`config.mk`:
```
export PLATFORM = sky130hd
export DESIGN_NAME = accel_mem_decoder
export DESIGN_NICKNAME = d
export VERILOG_FILES = /design/src/rtl/accel_dec_pkg.sv /design/src/rtl/accel_region_decode.sv /design/src/rtl/accel_rom_redirect.sv /design/src/rtl/accel_bank_enable.sv /design/src/rtl/accel_host_seq.sv /design/src/rtl/accel_mem_decoder.sv
export SDC_FILE = /design/constraint.sdc
export NUM_CORES = 1
export LEC_CHECK = 0
export ABC_AREA = 0
export BUFFER_PORTS_ARGS = -buffer_cell sky130_fd_sc_hd__buf_2
export CORE_AREA = 2 2 39 41
export CTS_BUF_LIST = sky130_fd_sc_hd__clkbuf_4 sky130_fd_sc_hd__clkbuf_8
export DETAILED_ROUTE_END_ITERATION = 10
export DIE_AREA = 0 0 41 43
export PLACE_DENSITY = 0.72
export SLEW_MARGIN = 30
export SYNTH_ARGS = -nofsm -noshare
export SYNTH_HDL_FRONTEND = slang
export SYNTH_SLANG_ARGS = --single-unit
```
`constraint.sdc`:
```
create_clock -name clk -period 1.2 [get_ports clk]
set_input_delay 0.18 -clock clk [delete_from_list [all_inputs] [get_ports clk]]
set_output_delay 0.18 -clock clk [all_outputs]
set_load 0.005 [all_outputs]
```
`src/rtl/accel_dec_pkg.sv`:
```
package accel_dec_pkg;

    // Target class of one CPU access after banking is applied
    typedef enum logic [2:0] {
        RGN_RAM    = 3'd0,
        RGN_BASIC  = 3'd1,
        RGN_KERNAL = 3'd2,
        RGN_CHAR   = 3'd3,
        RGN_IO     = 3'd4
    } region_e;

    // Host bus handshake sequencer
    typedef enum logic [1:0] {
        SEQ_IDLE    = 2'd0,
        SEQ_HOST    = 2'd1,
        SEQ_RELEASE = 2'd2
    } seq_state_e;

    typedef struct packed {
        logic loram;
        logic hiram;
        logic charen;
    } bank_bits_t;

endpackage

```
`src/rtl/accel_region_decode.sv`:
```
module accel_region_decode
    import accel_dec_pkg::*;
#(
    parameter int ADDR_W = 16
) (
    input  logic [ADDR_W-1:0] addr,
    input  bank_bits_t        bank,
    output region_e           region
);
    localparam int PAGE_LSB = ADDR_W - 4;

    logic [3:0] page;
    assign page = addr[ADDR_W-1:PAGE_LSB];

    always_comb begin
        region = RGN_RAM;
        case (page)
            4'hA, 4'hB: begin
                if (bank.loram && bank.hiram)
                    region = RGN_BASIC;
            end
            4'hD: begin
                if (bank.loram || bank.hiram)
                    region = bank.charen ? RGN_IO : RGN_CHAR;
            end
            4'hE, 4'hF: begin
                if (bank.hiram)
                    region = RGN_KERNAL;
            end
            default: region = RGN_RAM;
        endcase
    end
endmodule

```
`src/rtl/accel_rom_redirect.sv`:
```
module accel_rom_redirect
    import accel_dec_pkg::*;
#(
    parameter int ADDR_W = 16,
    parameter int ROM_AW = 15
) (
    input  logic [ADDR_W-1:0] addr,
    input  region_e           region,
    output logic [ROM_AW-1:0] rom_addr
);
    // 8K images for the two main ROMs, 4K for the character image
    localparam int MAIN_OFS_W = ADDR_W - 3;
    localparam int CHAR_OFS_W = ADDR_W - 4;
    localparam logic [ROM_AW-1:0] KERNAL_BASE = ROM_AW'(1) << MAIN_OFS_W;
    localparam logic [ROM_AW-1:0] CHAR_BASE   = ROM_AW'(1) << (MAIN_OFS_W + 1);

    logic [ROM_AW-1:0] main_ofs;
    logic [ROM_AW-1:0] char_ofs;

    assign main_ofs = ROM_AW'(addr[MAIN_OFS_W-1:0]);
    assign char_ofs = ROM_AW'(addr[CHAR_OFS_W-1:0]);

    always_comb begin
        unique case (region)
            RGN_BASIC:  rom_addr = main_ofs;
            RGN_KERNAL: rom_addr = KERNAL_BASE | main_ofs;
            RGN_CHAR:   rom_addr = CHAR_BASE | char_ofs;
            default:    rom_addr = '0;
        endcase
    end
endmodule

```
`src/rtl/accel_bank_enable.sv`:
```
module accel_bank_enable #(
    parameter int ADDR_W    = 16,
    parameter int NUM_BANKS = 2
) (
    input  logic                 active,
    input  logic [ADDR_W-1:0]    addr,
    output logic [NUM_BANKS-1:0] ram_ce
);
    localparam int SEL_W = $clog2(NUM_BANKS);

    logic [SEL_W-1:0] sel;
    assign sel = addr[ADDR_W-1 -: SEL_W];

    for (genvar g = 0; g < NUM_BANKS; g++) begin : g_bank
        assign ram_ce[g] = active && (sel == SEL_W'(g));
    end
endmodule

```
`src/rtl/accel_host_seq.sv`:
```
module accel_host_seq
    import accel_dec_pkg::*;
(
    input  logic clk,
    input  logic rst_n,
    input  logic start,
    input  logic host_ack,
    output logic host_req,
    output logic cpu_ready
);
    seq_state_e state, state_nxt;

    always_ff @(posedge clk or negedge rst_n) begin
        if (!rst_n)
            state <= SEQ_IDLE;
        else
            state <= state_nxt;
    end

    always_comb begin
        unique case (state)
            SEQ_IDLE:    state_nxt = start ? SEQ_HOST : SEQ_IDLE;
            SEQ_HOST:    state_nxt = host_ack ? SEQ_RELEASE : SEQ_HOST;
            SEQ_RELEASE: state_nxt = SEQ_IDLE;
            default:     state_nxt = SEQ_IDLE;
        endcase
    end

    always_comb begin
        unique case (state)
            SEQ_IDLE: begin
                host_req  = 1'b0;
                cpu_ready = !start;
            end
            SEQ_HOST: begin
                host_req  = 1'b1;
                cpu_ready = 1'b0;
            end
            SEQ_RELEASE: begin
                host_req  = 1'b0;
                cpu_ready = 1'b1;
            end
            default: begin
                host_req  = 1'b0;
                cpu_ready = 1'b0;
            end
        endcase
    end
endmodule

```
`src/rtl/accel_mem_decoder.sv`:
```
module accel_mem_decoder
    import accel_dec_pkg::*;
#(
    parameter int ADDR_W    = 16,
    parameter int ROM_AW    = 15,
    parameter int NUM_BANKS = 2
) (
    input  logic                 clk,
    input  logic                 rst_n,
    input  logic                 cpu_valid,
    input  logic [ADDR_W-1:0]    cpu_addr,
    input  logic                 cpu_rw,
    input  logic                 bank_loram,
    input  logic                 bank_hiram,
    input  logic                 bank_charen,
    input  logic                 host_ack,
    output logic                 rom_ce,
    output logic [NUM_BANKS-1:0] ram_ce,
    output logic                 io_sel,
    output logic [ROM_AW-1:0]    rom_addr,
    output logic                 host_req,
    output logic                 cpu_ready
);
    localparam int PAGE_LSB = ADDR_W - 4;

    bank_bits_t        bank;
    region_e           region;
    logic [ROM_AW-1:0] rom_addr_raw;
    logic              rom_region;
    logic              ram_access;
    logic              d_page;
    logic              need_host;

    assign bank = '{loram: bank_loram, hiram: bank_hiram, charen: bank_charen};

    accel_region_decode #(.ADDR_W(ADDR_W)) u_region (
        .addr   (cpu_addr),
        .bank   (bank),
        .region (region)
    );

    accel_rom_redirect #(.ADDR_W(ADDR_W), .ROM_AW(ROM_AW)) u_redirect (
        .addr     (cpu_addr),
        .region   (region),
        .rom_addr (rom_addr_raw)
    );

    assign rom_region = (region == RGN_BASIC) || (region == RGN_KERNAL)
                     || (region == RGN_CHAR);
    assign d_page     = (cpu_addr[ADDR_W-1:PAGE_LSB] == 4'hD);

    // Writes under a ROM image land in the RAM below it
    assign ram_access = cpu_valid && ((region == RGN_RAM) || (!cpu_rw && rom_region));
    assign rom_ce     = cpu_valid && cpu_rw && rom_region;
    assign io_sel     = cpu_valid && (region == RGN_IO);
    assign rom_addr   = rom_ce ? rom_addr_raw : '0;

    // Host page D is always I/O, so RAM there is never written through
    assign need_host  = io_sel || (ram_access && !cpu_rw && !d_page);

    accel_bank_enable #(.ADDR_W(ADDR_W), .NUM_BANKS(NUM_BANKS)) u_banks (
        .active (ram_access),
        .addr   (cpu_addr),
        .ram_ce (ram_ce)
    );

    accel_host_seq u_seq (
        .clk       (clk),
        .rst_n     (rst_n),
        .start     (cpu_valid && need_host),
        .host_ack  (host_ack),
        .host_req  (host_req),
        .cpu_ready (cpu_ready)
    );
endmodule

```
-- Word-level counts from Yosys, hierarchy flattened
Index checks and enable logic that the tools add are counted.
- eq/ne operators: 11
- mux-type cells: 12
- bitwise operators: 1
- reductions and logical operators: 23
- operator list (cell ; number):
    $pmux W15 S3 ; 1
    $eq A4 B4 Y1 const B ; 5
    $mux W15 ; 1
    $logic_and A1 B1 Y1 ; 11
    $pmux W3 S3 ; 1
    $eq A3 B2 Y1 const B ; 2
    $mux W3 ; 2
    $logic_or A1 B1 Y1 ; 5
    $mux W2 ; 2
    $pmux W2 S2 ; 1
    $reduce_or A2 Y1 ; 2
    $eq A3 B1 Y1 const B ; 1
    $eq A3 B3 Y1 const B ; 1
    $logic_not A1 Y1 ; 3
    $logic_not A3 Y1 ; 1
    $mux W1 ; 3
    $eq A2 B1 Y1 const B ; 1
    $eq A2 B2 Y1 const B ; 1
    $logic_not A2 Y1 ; 1
    $pmux W1 S2 ; 1
    $not A1 Y1 ; 1
- register bits: 2
- input bits: 24

-- Logic depth before layout (Yosys ltp)
- depth after elaboration: 15
- gate-level depth with buffers: 4
- mapped depth without buffers: 3

-- Hierarchy
From an unflattened synthesis, not the netlist that was laid out.
- cell total of the unflattened synthesis: 79
- area, all modules: 595.6 µm²
- modules (own cells, without submodules) (module ; times used ; cells each ; area each (µm²) ; seq. area each (µm²)):
    accel_mem_decoder ; 1 ; 42 ; 286.5 ; 0.0
    accel_rom_redirect ; 1 ; 18 ; 150.1 ; 0.0
    accel_host_seq ; 1 ; 8 ; 90.1 ; 50.0
    accel_region_decode ; 1 ; 9 ; 52.6 ; 0.0
    accel_bank_enable ; 1 ; 2 ; 16.3 ; 0.0

-- Least setup slack after synthesis
OpenSTA, ideal clock, no wires.
- path kind: input to output
- start: in cpu_addr[13]
- end: out rom_addr[10]
- data arrival time: 1.017 ns
- data required time: 1.020 ns
- path slack: 0.003 ns
- stages: 4
- path through: nand4b_2 > o31a_1 > buf_6 > nor2_2
- longest elaborated chain between the ends: 8
- elaborated cells on any way between the ends: 16
- those cells by class: eq/ne: 8; mux: 3; reduce/logical: 5
- ends and longest elaborated chain (element ; RTL line ; RTL):
    start: declaration ; accel_mem_decoder.sv:11 ; input logic [ADDR_W-1:0] cpu_addr,
    $eq A4 B4 Y1 ; accel_region_decode.sv:17 ; case (page)
    $reduce_or A2 Y1 ; accel_region_decode.sv:17 ;
    $pmux W3 S3 * ; accel_region_decode.sv:17 ;
    $eq A3 B1 Y1 or $eq A3 B2 Y1 (tied branches) ; accel_rom_redirect.sv:24, accel_mem_decoder.sv:48 ;
    $logic_or A1 B1 Y1 ; accel_mem_decoder.sv:48 ; assign rom_region = (region == RGN_BASIC) || (region == RGN_KERNAL)
    $logic_or A1 B1 Y1 ; accel_mem_decoder.sv:49 ; || (region == RGN_CHAR);
    $logic_and A1 B1 Y1 ; accel_mem_decoder.sv:54 ; assign rom_ce = cpu_valid && cpu_rw && rom_region;
    $mux W15 * ; accel_mem_decoder.sv:56 ; assign rom_addr = rom_ce ? rom_addr_raw : '0;
    end: declaration ; accel_mem_decoder.sv:20 ; output logic [ROM_AW-1:0] rom_addr,
Mark *: on every way between the ends. The rest lies on a longest branch, timed or not.

-- Worst setup path after layout
- start: in cpu_addr[13]
- end: out io_sel
- longest elaborated chain between the ends: 5
- elaborated cells on any way between the ends: 10
- those cells by class: eq/ne: 6; mux: 1; reduce/logical: 3
- ends and longest elaborated chain (element ; RTL line ; RTL):
    $eq A4 B4 Y1 ; accel_region_decode.sv:17 ;
    $reduce_or A2 Y1 ; accel_region_decode.sv:17 ;
    $pmux W3 S3 * ; accel_region_decode.sv:17 ;
    $eq A3 B3 Y1 * ; accel_mem_decoder.sv:55 ; assign io_sel = cpu_valid && (region == RGN_IO);
    $logic_and A1 B1 Y1 * ; accel_mem_decoder.sv:55 ;
    end: declaration ; accel_mem_decoder.sv:19 ; output logic io_sel,
Marks and branches as above.

==> impl_metrics.yaml <==
final_layout:
  n_antenna_cell: 0
  reg_top3: "u_seq.state x2"
  top_register: "u_seq.state"
  largest_register_ffs: 2
  final_cell_mix: "buf_2 (41), nand2_1 (14), nor2_2 (13)"
  layout.cells.most_common: "buf_2"
  syn_to_final_growth_pct: 126
  fin_nets: 137
  design_area_um2: 812
  final.fill_count: 124
  drive_gt1_share_pct: 72.1
floorplan:
  die_h_um: 43
  die_w_um: 41
  die-area_um2: 1760
  num_io_pins: 45
  coreArea_um2: 1380
  row_count: 14
  start_util_pct: 25.9
synthesis:
  synth.top_cell.area_share_pct: 17.4
  ys_ff_latch: 2
  yosysUniqueCellTypes: 22
  synth_seq_area_share_pct: 13.9
  synthTopCellsByArea: "nor2_2 (17%), nand2_1 (15%), dfrtp_1 (14%), and2_1 (5.2%), nor2_1 (5.2%)"
  syn-num-nets: 79
  syn_inst: 55
  syn_area_per_cell_um2: 6.53
  netlist_area_um2: 359
  yosysTopAreaCell: "nor2_2"
  synth_warnings: 0
sta:
  slew_violations: 0
  finalHoldWorstSlack_ps: 194
  clock-skew-final_ps: 1.89
  setup_violations: 18
  slew-limit-headroom_pct: 76.0
  tightest_slew_ps: 360
  hold_viol_final: 0
  fin_crit_sh_pct: 110
  setup_ws_ps: -120
  rsz0062_at_grt: "yes"
  fmax_mhz: 757
  layout_min_cycle_time_ps: 1320
  tns_ps: -1500
clocking:
  clock_path_buffers: 2
  cts_sinks: 2
  path_clk_slew_ps: 30
  root_buffer: "clkbuf_4"
  cts-buffers-inserted: 3
  htree_levels: 1
  cts_tree: "done"
  worstSkewPairLatency_ps: 220
hold_path:
  hp-class: "in2reg"
critical_path:
  cp_cell_sequence: "buf_6 -> nand4b_4 -> buf_6 -> nor3b_4 -> and2_1 -> buf_2"
  end_kind: "output pin"
  max_stage_delay_ps: 290
  critPathSlowestCell: "nor3b_4"
  crit_path_max_fanout: 5
  r2r_slack_ps: 170
  crit_type: "in2out"
  crit_top_cell: "buf_6"
  arrival_ps: 1140
  critPathLaunchType: "input port"
  cp.required_ps: 1020
power_and_ir_drop:
  power.density_nw_per_um2: 659
  power_leakage_uw: 0.000426
  ir_worst_vdd_uv: 540
  total_power_uw: 535
detailed_routing:
  drc: 0
  viasPerCell: 4.65
  vias: 591
  antenna_left: 0
  avgRoutedWirePerCell_um: 9.93
  wirelength_um: 1260
  drt_iter0_drc: 6
  firstDrtPassIters: 4
global_route:
  antenna_found_initial: 0
  grt-ovfl-total: 0
  gr-usage-all-layers_pct: 13.4
  grt_pass1_wl_um: 1640
  grt_pass1_vias: 451
  grt_start_max_net_pins: 14
place:
  port_buffers: 44
  gp_routability_congestion: 0.770
  dpl_cell_area_um2: 642
  hpwl_um: 940
outcome:
  violations: "negative setup slack"
  status: "finished, violations left"
run:
  cap_violations: 0
[worst max-delay path, delay by kind of cell]
kind	cells	cell delay, ps
buf+inv	3	330
simple gates	3	620
[final cells by class]
cell class,count,area (µm²),share of cell area [%]
multi-input cells,50,372,45.8
well taps,16,20.0,2.47
clock buffers,3,22.5,2.77
inverters,1,3.75,0.462
repair buffers,55,344,42.4
flip-flops and latches,2,50.0,6.16
[metal layers]
metal	vias to the layer above	share of wire, %	track usage (%)	wire length [µm]
li1	302	-	-	-
met1	252	38	12.8	478
met2	37	49	24.7	620
met3	0	13	3.14	162
met4	0	0	6.00	0
met5	-	0	0	0
[cells in the mapped netlist]
cell type   n
nand2_1    14
nor2_2     10
nor2_1      5
and2_1      3
nor2b_1     3
a21o_1      2
a21oi_1     2
dfrtp_1     2
buf_6       1
clkbuf_1    1
inv_1       1
nand4_1     1
nand4b_2    1
nor3_1      1
nor3b_2     1
nor4_1      1
nor4b_1     1
o2111ai_1   1
o21ai_0     1
o311a_1     1
o31a_1      1
o31ai_1     1
[metrics by stage]
| step | worst slack, ps | instances | utilization, % |
|---|---|---|---|
| floorplan | 2.89 | 55 | - |
| global placement | -205 | 119 | 46.4 |
| detailed placement | -232 | 119 | 46.4 |
| CTS | -124 | 126 | 53.9 |
| global route | -182 | 127 | 58.7 |
| finish | -120 | 127 | 58.7 |
[worst paths after layout]
path / end / from / cells past startpoint
max: io_sel / cpu_addr[13] / 6
min: u_seq.state[1]$_DFF_PN0_ / host_ack / 2
max reg2reg: u_seq.state[0]$_DFF_PN0_ / u_seq.state[0]$_DFF_PN0_ / 5
min reg2reg: u_seq.state[0]$_DFF_PN0_ / u_seq.state[1]$_DFF_PN0_ / 2
max in group asynchronous: u_seq.state[0]$_DFF_PN0_ / rst_n / 2
min in group asynchronous: u_seq.state[1]$_DFF_PN0_ / rst_n / 2
[logic make-up (layout without fill, tap and decap cells)]
group,after synthesis,in the layout,share of synthesized area [%]
and+or+nand+nor,41,41,62.7
AOI/OAI and AO/OA,9,9,18.1
buffers and inverters,3,59,5.22
DFF,2,2,13.9
[power breakdown]
part | internal (µW) | switching, µW
clock | 110 | 38.2
sequential | 84.0 | 19.6
combinational | 167 | 116
total | 361 | 174
[repair_timing]
item	in CTS	in global routing
hold buffers	1	0
resized for setup	10	14
endpoints found under the hold margin	2	0
setup endpoints to repair	19	20
setup buffers	3	1
pin swaps	4	5
Power figures use the tool's default switching activity.
